## src/rtl/sm_mul_pkg.sv

```systemverilog
package sm_mul_pkg;
   typedef enum logic [1:0] {
      PH_IDLE  = 2'd0,
      PH_ADD   = 2'd1,
      PH_SHIFT = 2'd2,
      PH_FIX   = 2'd3
   } phase_t;
endpackage

```

## src/rtl/sm_mul_adder.sv

```systemverilog
module sm_mul_adder #(
   parameter int WIDTH        = 8,
   parameter int ADDER_RIPPLE = 1
) (
   input  logic [WIDTH-1:0] op_a,
   input  logic [WIDTH-1:0] op_b,
   output logic [WIDTH-1:0] sum,
   output logic             carry
);
   generate
      if (ADDER_RIPPLE == 1) begin : g_ripple
         logic [WIDTH:0] c;
         assign c[0] = 1'b0;
         for (genvar i = 0; i < WIDTH; i++) begin : g_bit
            assign sum[i]  = op_a[i] ^ op_b[i] ^ c[i];
            assign c[i+1]  = (op_a[i] & op_b[i]) | (c[i] & (op_a[i] ^ op_b[i]));
         end
         assign carry = c[WIDTH];
      end else begin : g_infer
         logic [WIDTH:0] full;
         assign full  = {1'b0, op_a} + {1'b0, op_b};
         assign sum   = full[WIDTH-1:0];
         assign carry = full[WIDTH];
      end
   endgenerate
endmodule

```

## src/rtl/sm_mul_ctrl.sv

```systemverilog
module sm_mul_ctrl
   import sm_mul_pkg::*;
#(
   parameter int WIDTH = 8,
   localparam int CW   = $clog2(WIDTH + 1)
) (
   input  logic clk,
   input  logic rst_n,
   input  logic start,
   output logic ld_en,
   output logic add_en,
   output logic shift_en,
   output logic fix_en,
   output logic busy,
   output logic done
);
   localparam logic [CW-1:0] BITS = CW'(WIDTH);

   phase_t        phase_q, phase_d;
   logic [CW-1:0] seq_q;
   logic          done_q;

   assign ld_en    = (phase_q == PH_IDLE) && start;
   assign add_en   = (phase_q == PH_ADD);
   assign shift_en = (phase_q == PH_SHIFT);
   assign fix_en   = (phase_q == PH_FIX);
   assign busy     = (phase_q != PH_IDLE);
   assign done     = done_q;

   always_comb begin
      phase_d = phase_q;
      unique case (phase_q)
         PH_IDLE:  if (start) phase_d = PH_ADD;
         PH_ADD:   phase_d = PH_SHIFT;
         PH_SHIFT: phase_d = (seq_q == CW'(1)) ? PH_FIX : PH_ADD;
         PH_FIX:   phase_d = PH_IDLE;
         default:  phase_d = PH_IDLE;
      endcase
   end

   always_ff @(posedge clk or negedge rst_n) begin
      if (!rst_n) begin
         phase_q <= PH_IDLE;
         seq_q   <= '0;
         done_q  <= 1'b0;
      end else begin
         phase_q <= phase_d;
         done_q  <= (phase_q == PH_FIX);
         if (ld_en)         seq_q <= BITS;
         else if (shift_en) seq_q <= seq_q - CW'(1);
      end
   end
endmodule

```

## src/rtl/sm_mul_datapath.sv

```systemverilog
module sm_mul_datapath #(
   parameter int WIDTH        = 8,
   parameter int ADDER_RIPPLE = 1
) (
   input  logic               clk,
   input  logic               rst_n,
   input  logic               ld_en,
   input  logic               add_en,
   input  logic               shift_en,
   input  logic               fix_en,
   input  logic [WIDTH-1:0]   mcand_mag,
   input  logic               mcand_sign,
   input  logic [WIDTH-1:0]   mplier_mag,
   input  logic               mplier_sign,
   output logic [2*WIDTH-1:0] prod_mag,
   output logic               prod_sign
);
   logic [WIDTH-1:0] hi_q, lo_q, mc_q;
   logic             cy_q, sgn_q;
   logic [WIDTH-1:0] add_sum;
   logic             add_cy;

   sm_mul_adder #(.WIDTH(WIDTH), .ADDER_RIPPLE(ADDER_RIPPLE)) u_add (
      .op_a  (hi_q),
      .op_b  (mc_q),
      .sum   (add_sum),
      .carry (add_cy)
   );

   always_ff @(posedge clk or negedge rst_n) begin
      if (!rst_n) begin
         hi_q  <= '0;
         lo_q  <= '0;
         mc_q  <= '0;
         cy_q  <= 1'b0;
         sgn_q <= 1'b0;
      end else if (ld_en) begin
         mc_q  <= mcand_mag;
         lo_q  <= mplier_mag;
         hi_q  <= '0;
         cy_q  <= 1'b0;
         sgn_q <= mcand_sign ^ mplier_sign;
      end else if (add_en) begin
         if (lo_q[0]) begin
            hi_q <= add_sum;
            cy_q <= add_cy;
         end
      end else if (shift_en) begin
         {cy_q, hi_q, lo_q} <= {1'b0, cy_q, hi_q, lo_q[WIDTH-1:1]};
      end else if (fix_en) begin
         if ({hi_q, lo_q} == '0) sgn_q <= 1'b0;
      end
   end

   assign prod_mag  = {hi_q, lo_q};
   assign prod_sign = sgn_q;
endmodule

```

## src/rtl/sm_shift_mul.sv

```systemverilog
module sm_shift_mul #(
   parameter int WIDTH        = 8,
   parameter int ADDER_RIPPLE = 1
) (
   input  logic               clk,
   input  logic               rst_n,
   input  logic               start,
   input  logic [WIDTH-1:0]   mcand_mag,
   input  logic               mcand_sign,
   input  logic [WIDTH-1:0]   mplier_mag,
   input  logic               mplier_sign,
   output logic [2*WIDTH-1:0] prod_mag,
   output logic               prod_sign,
   output logic               busy,
   output logic               done
);
   // parameter legality
   generate
      if (WIDTH < 2) begin : g_bad_width
         $error("sm_shift_mul: WIDTH must be at least 2");
      end
      if (ADDER_RIPPLE != 0 && ADDER_RIPPLE != 1) begin : g_bad_adder
         $error("sm_shift_mul: ADDER_RIPPLE must be 0 or 1");
      end
   endgenerate

   logic ld_en, add_en, shift_en, fix_en;

   sm_mul_ctrl #(.WIDTH(WIDTH)) u_ctrl (
      .clk      (clk),
      .rst_n    (rst_n),
      .start    (start),
      .ld_en    (ld_en),
      .add_en   (add_en),
      .shift_en (shift_en),
      .fix_en   (fix_en),
      .busy     (busy),
      .done     (done)
   );

   sm_mul_datapath #(.WIDTH(WIDTH), .ADDER_RIPPLE(ADDER_RIPPLE)) u_dp (
      .clk         (clk),
      .rst_n       (rst_n),
      .ld_en       (ld_en),
      .add_en      (add_en),
      .shift_en    (shift_en),
      .fix_en      (fix_en),
      .mcand_mag   (mcand_mag),
      .mcand_sign  (mcand_sign),
      .mplier_mag  (mplier_mag),
      .mplier_sign (mplier_sign),
      .prod_mag    (prod_mag),
      .prod_sign   (prod_sign)
   );
endmodule

```

## config.mk

```make
export PLATFORM = sky130hd
export DESIGN_NAME = sm_shift_mul
export DESIGN_NICKNAME = d
export VERILOG_FILES = /design/src/rtl/sm_mul_pkg.sv /design/src/rtl/sm_mul_adder.sv /design/src/rtl/sm_mul_ctrl.sv /design/src/rtl/sm_mul_datapath.sv /design/src/rtl/sm_shift_mul.sv
export SDC_FILE = /design/constraint.sdc
export NUM_CORES = 1
export LEC_CHECK = 0
export ABC_AREA = 1
export CORE_ASPECT_RATIO = 0.6
export CORE_MARGIN = 3
export CORE_UTILIZATION = 45
export DETAILED_ROUTE_END_ITERATION = 8
export PLACE_DENSITY = 0.75
export SLEW_MARGIN = 40
export SYNTH_ARGS = -nofsm -noshare
export SYNTH_HDL_FRONTEND = slang
export SYNTH_SLANG_ARGS = --single-unit
```

## constraint.sdc

```tcl
create_clock -name clk -period 3.7 [get_ports clk]
set_clock_uncertainty 0.05 [all_clocks]
set_input_delay 0.37 -clock clk [delete_from_list [all_inputs] [get_ports clk]]
set_output_delay 0.37 -clock clk [all_outputs]
set_load 0.01 [all_outputs]
```

After elaboration in Yosys (flattened, before gate mapping)
Cells that the tools add are included.
{ "word_totals": {"register_bits": 33, "word_cells": 87, "in_bits": 21, "out_inout_bits": 19} }
{ "op_classes": {"n_bitwise": 38, "n_addsub": 1, "n_eq_ne": 8, "reduce_logical": 11, "muxes": 21} }
{ "ops": {"columns": ["operator", "n"], "rows": [
  ["$mux 8", 7],
  ["$logic_not 16->1", 1],
  ["$xor 1x1->1", 16],
  ["$and 1x1->1", 15],
  ["$mux 1", 9],
  ["$mux 4", 2],
  ["$pmux 2 s4", 1],
  ["$reduce_bool 2->1", 4],
  ["$or 1x1->1", 7],
  ["$ne 2x2->1 const B", 3],
  ["$eq 2x2->1 const B", 2],
  ["$eq 4x1->1 const B", 1],
  ["$mux 2", 2],
  ["$reduce_and 2->1", 2],
  ["$reduce_and 4->1", 1],
  ["$sub 4x1->4 const B", 1],
  ["$ne 3x2->1 const B", 1],
  ["$reduce_bool 3->1", 1],
  ["$eq 2x1->1 const B", 1],
  ["$logic_not 2->1", 1],
  ["$logic_and 1x1->1", 1]
]} }

Logic depth before layout (Yosys ltp)
{ "depth": {"depth_word": 18, "depth_mapped": 12, "mapped_depth_nobuf": 12} }

Modules after synthesis
A second synthesis with hierarchy kept.
{ "unflattened": {"hier_cells": 219, "area_unflattened_um2": 1850.5} }
{ "by_module_without_submodules": {"columns": ["mod", "cells_per_inst", "seq_area_each_um2", "instances", "area_each_um2"], "rows": [
  ["sm_mul_datapath", 163, 650.6, 1, 1312.5],
  ["sm_mul_ctrl", 38, 175.2, 1, 347.8],
  ["sm_mul_adder", 18, 0.0, 1, 190.2]
]} }

Worst setup path before layout
OpenSTA, ideal clock, no wires.
{ "synth_timing": {"path_kind": "flip-flop to flip-flop", "startpoint": "register u_dp.hi_q[0]", "endpoint": "register u_dp.hi_q[7]", "period_less_slack_ns": 3.546, "setup_ns": 0.083, "arrival_time_ns": 3.414, "path_stages_with_launch": 13, "required_ns": 3.567, "setup_slack_ns": 0.154, "path_buffers": 0, "cell_sequence": "dfrtp_1 -> ha_1 -> fa_1 -> fa_1 -> fa_1 -> fa_1 -> inv_1 -> fa_1 -> fa_1 -> fa_1 -> nand2_1 -> o211ai_1 -> o21ai_0"} }
{ "synth_between": {"elab_chain_cells": 17} }
{ "synth_lines": {"columns": ["element", "line_no", "source"], "rows": [
  ["from (decl)", "sm_mul_datapath.sv:18", "logic [WIDTH-1:0] hi_q, lo_q, mc_q;"],
  ["from (signal assigned)", "sm_mul_datapath.sv:45", "hi_q <= add_sum;"],
  ["from (signal assigned)", "sm_mul_datapath.sv:49", "{cy_q, hi_q, lo_q} <= {1'b0, cy_q, hi_q, lo_q[WIDTH-1:1]};"],
  ["$and 1x1->1 (2 in a row)", "sm_mul_adder.sv:16", "assign c[i+1] = (op_a[i] & op_b[i]) | (c[i] & (op_a[i] ^ op_b[i]));"],
  ["$or 1x1->1", "sm_mul_adder.sv:16", null],
  ["$and 1x1->1", "sm_mul_adder.sv:16", null],
  ["$or 1x1->1", "sm_mul_adder.sv:16", null],
  ["$and 1x1->1", "sm_mul_adder.sv:16", null],
  ["$or 1x1->1", "sm_mul_adder.sv:16", null],
  ["$and 1x1->1", "sm_mul_adder.sv:16", null],
  ["$or 1x1->1", "sm_mul_adder.sv:16", null],
  ["$and 1x1->1", "sm_mul_adder.sv:16", null],
  ["$or 1x1->1", "sm_mul_adder.sv:16", null],
  ["$and 1x1->1", "sm_mul_adder.sv:16", null],
  ["$or 1x1->1", "sm_mul_adder.sv:16", null],
  ["$xor 1x1->1", "sm_mul_adder.sv:15", "assign sum[i] = op_a[i] ^ op_b[i] ^ c[i];"],
  ["$mux 8", "sm_mul_datapath.sv:44", "if (lo_q[0]) begin"],
  ["$mux 8", "sm_mul_datapath.sv:43", "end else if (add_en) begin"],
  ["$mux 8", "sm_mul_datapath.sv:37", "end else if (ld_en) begin"]
]} }
No other way between the ends. The select of a mux whose other input is x is not followed.
A chain may end at the register's enable or synchronous reset.

Worst setup path after layout
Ends and elaborated chain as after synthesis.

==> impl_metrics.py <==
metrics = {
    "synthesis": {
        "synth.cell_area_um2": 1910,
        "synth-compound-area-share_pct": 14.9,
        "syn-num-nets": 250,
        "synth_cell_types": 28,
        "synth_top_family_by_area": "simple AND/OR/NAND/NOR gates",
        "syn_inst": 213,
        "avgSynthCellArea_um2": 8.98,
        "synthSimpleGateAreaFrac_pct": 20.1,
        "seq_area_frac_synth_pct": 43.2,
        "synth_fa_ha_area_share_pct": 13.2,
        "synth.area.mux_share_pct": 0,
        "synth_xor_area_share_pct": 0.458,
        "ys_warn_count": 0,
        "synth_seq_cells": 33,
    },
    "die": {
        "die_w_um": 90.1,
        "die_h_um": 56.5,
        "start_util_pct": 49.4,
        "dieArea_um2": 5090,
        "ios": 40,
        "rows": 17,
        "coreArea_um2": 3870,
    },
    "grt": {
        "grt_pass1_wl_mm": 7.04,
        "antenna_found_initial": 0,
        "grt_max_degree": 34,
        "grt_overflow": 0,
        "grt_pass1_vias": 1389,
        "grt_usage_pct": 17.6,
    },
    "power_and_ir_drop": {
        "switching_power_w": 0.000886,
        "p_sw_share_pct": 43.5,
        "p_leak_nw": 1.06,
        "internal_power_w": 0.00115,
        "power.share.clock_pct": 13.6,
        "combinationalPowerShare_pct": 53.5,
        "ir_drop_mv": 0.387,
        "p_seq_share_pct": 32.9,
        "power.density_nw_per_um2": 853,
        "power_w": 0.00204,
    },
    "critical_path": {
        "reg2reg_to": "u_dp.hi_q[7]",
        "cp_max_fo": 2,
        "worst-path-buf-inv": 1,
        "rr_worst_depth": 12,
        "slowest_stage": "fa_1",
        "path_delay_family": "adder cells",
        "ff2ff_setup_slack_ns": 0.19,
        "arrival_ns": 3.67,
        "crit_path_end_kind": "flip-flop",
        "crit_required_ns": 3.87,
        "r2r-start": "u_dp.hi_q[0]",
        "crit_path_start_kind": "flip-flop",
        "critical-path-max-stage-delay_ns": 0.44,
        "crit_chain": "ha_1 -> fa_1 -> fa_2 -> fa_2 -> fa_1 -> inv_1 -> fa_1 -> fa_1 -> fa_1 -> nand2_1 -> o211ai_1 -> o21ai_0",
        "crit_top_cell": "fa_1",
        "worstSetupPathType": "flip-flop to flip-flop",
    },
    "clock_network": {
        "cts_setup_buffers": 0,
        "cts_tree": "done",
        "clk_pin_slew_ns": 0.07,
        "insertion_delay_ns": 0.29,
        "clock_path_buffers": 2,
        "cts_sinks": 33,
        "htree_num_levels": 2,
        "cts_buffers": 5,
        "root_buffer": "clkbuf_8",
    },
    "timing": {
        "rsz0062_at_grt": "no",
        "slew_violations": 0,
        "max_freq_mhz": 285,
        "fin_crit_sh_pct": 94.8,
        "hold_viol": 0,
        "finalSetupViolCount": 0,
        "finalCriticalPeriod_ns": 3.51,
        "setup_tns_ns": 0,
        "worst-slew-pin-transition_ns": 0.554,
        "max_slew_margin_pct": 63.0,
    },
    "placed_design": {
        "dp.cells": 302,
        "gp_congestion": 0.796,
        "place_hpwl_mm": 2.81,
        "port_buffers": 39,
    },
    "route": {
        "drtAntennaViolNets": 0,
        "routed_wl_mm": 4.05,
        "num_vias": 1474,
        "routed_via_density": 4.77,
        "drcViolationCount": 0,
        "drt_iter0_markers": 70,
        "route.detailed.wl_per_inst_um": 13.1,
        "first_pass_iters": 4,
    },
    "flow_run": {
        "drv_cap": 0,
    },
    "layout": {
        "seqCellArea_um2": 826,
        "instances_no_fill": 309,
        "finalNetCount": 289,
        "multi_input_area_um2": 936,
        "area_delta_synth_final_pct": 24.9,
        "nFillCells": 339,
        "final_cell_mix": "nand2_1, clkdlybuf4s50_1, dfrtp_1",
        "n_antenna_cell": 0,
        "drive_gt1_share_pct": 6.75,
        "final_common_cell": "nand2_1",
        "utilization_pct": 61.7,
    },
    "worst_hold_path": {
        "hold_class": "primary input to async pin",
    },
    "outcome": {
        "outcome": "finished clean",
    },
}
## metrics by stage
stage	area, µm²	worst slack [ns]	hold WS, ns
final	2390	0.194	0.442
after global routing	2390	0.00127	0.463
after CTS	2380	0.0357	0.444
after detailed placement	2300	0.0756	0.431
after global placement	2300	0.108	0.425
after floorplan	1910	0.154	0.0244
## sequential cells by signal (all words and copies together), names as in the netlist
register and cells:
u_dp.prod_sign 1, u_ctrl.seq_q 4, u_ctrl.done 1, u_dp.lo_q 8, u_dp.mc_q 8, u_dp.hi_q 8, u_ctrl.phase_q 2, u_dp.cy_q 1
## power by group through the flow
stage | sequential (W) | combinational, W | clock (W)
after floorplan | 0.000685 | 0.000757 | 0
after global placement | 0.000669 | 0.00107 | 0
after detailed placement | 0.000672 | 0.00109 | 0
after CTS | 0.000669 | 0.00110 | 0.000286
after global routing | 0.000693 | 0.00127 | 0.000295
final | 0.000671 | 0.00109 | 0.000278
## what timing repair did
action | 4_1_cts | 5_1_grt
hold buffers | 0 | 0
resized for setup | 0 | 2
setup endpoints to repair | 0 | 1
## synth_stat cells
| master | count | area (µm²) |
|---|---|---|
| inv_1 | 16 | 60.1 |
| o21ai_4 | 1 | 16.3 |
| a21oi_1 | 4 | 20.0 |
| or2_0 | 1 | 6.26 |
| dfrtp_1 | 33 | 826 |
| a21boi_0 | 1 | 7.51 |
| o21ai_0 | 27 | 135 |
| nor3b_1 | 1 | 7.51 |
| o21ai_2 | 2 | 17.5 |
| or2_1 | 6 | 37.5 |
| nand2_2 | 1 | 6.26 |
| buf_2 | 2 | 10.0 |
| xor2_1 | 1 | 8.76 |
| nand4_1 | 1 | 6.26 |
| nor2_1 | 21 | 78.8 |
| buf_4 | 2 | 15.0 |
| nand2_1 | 53 | 199 |
| inv_2 | 1 | 3.75 |
| fa_1 | 7 | 140 |
| clkbuf_8 | 1 | 13.8 |
| buf_6 | 2 | 22.5 |
| nor2_4 | 2 | 22.5 |
| o211ai_1 | 10 | 75.1 |
| buf_8 | 2 | 30.0 |
| a31oi_1 | 1 | 6.26 |
| ha_1 | 9 | 113 |
| a211oi_1 | 1 | 7.51 |
| nand3_1 | 4 | 20.0 |
## layer usage
layer	share of wire [%]	GRT usage, %
met2	38	22.0
met1	55	27.6
met3	5.6	5.49
met4	1.3	6.54
met5	0	0
## cells by family after synthesis
kind of cell    Yosys count
xor+xnor                  1
compound gates           47
buf+inv                  26
fa+ha+maj                16
flops                    33
simple gates             90
## worst max-delay path by stage
stage,endpoint,slack (ns),depth (start not counted),start
after CTS,u_dp.hi_q[7],0.04,12,u_dp.hi_q[0]
after floorplan,u_dp.hi_q[7],0.15,12,u_dp.hi_q[0]
after global routing,u_dp.hi_q[7],0.001,12,u_dp.hi_q[0]
after detailed placement,u_dp.hi_q[7],0.08,12,u_dp.hi_q[0]
after global placement,u_dp.hi_q[7],0.11,12,u_dp.hi_q[0]
final,u_dp.hi_q[7],0.19,12,u_dp.hi_q[0]
## layout make-up
type / instances / share of cell area (%)
Clock buffer: 7 / 3.61
Inverter: 17 / 2.67
Multi-Input combinational cell: 154 / 39.2
Sequential cell: 33 / 34.6
Tap cell: 57 / 2.99
Timing Repair Buffer: 41 / 17.0
Power figures use the tool's default switching activity.
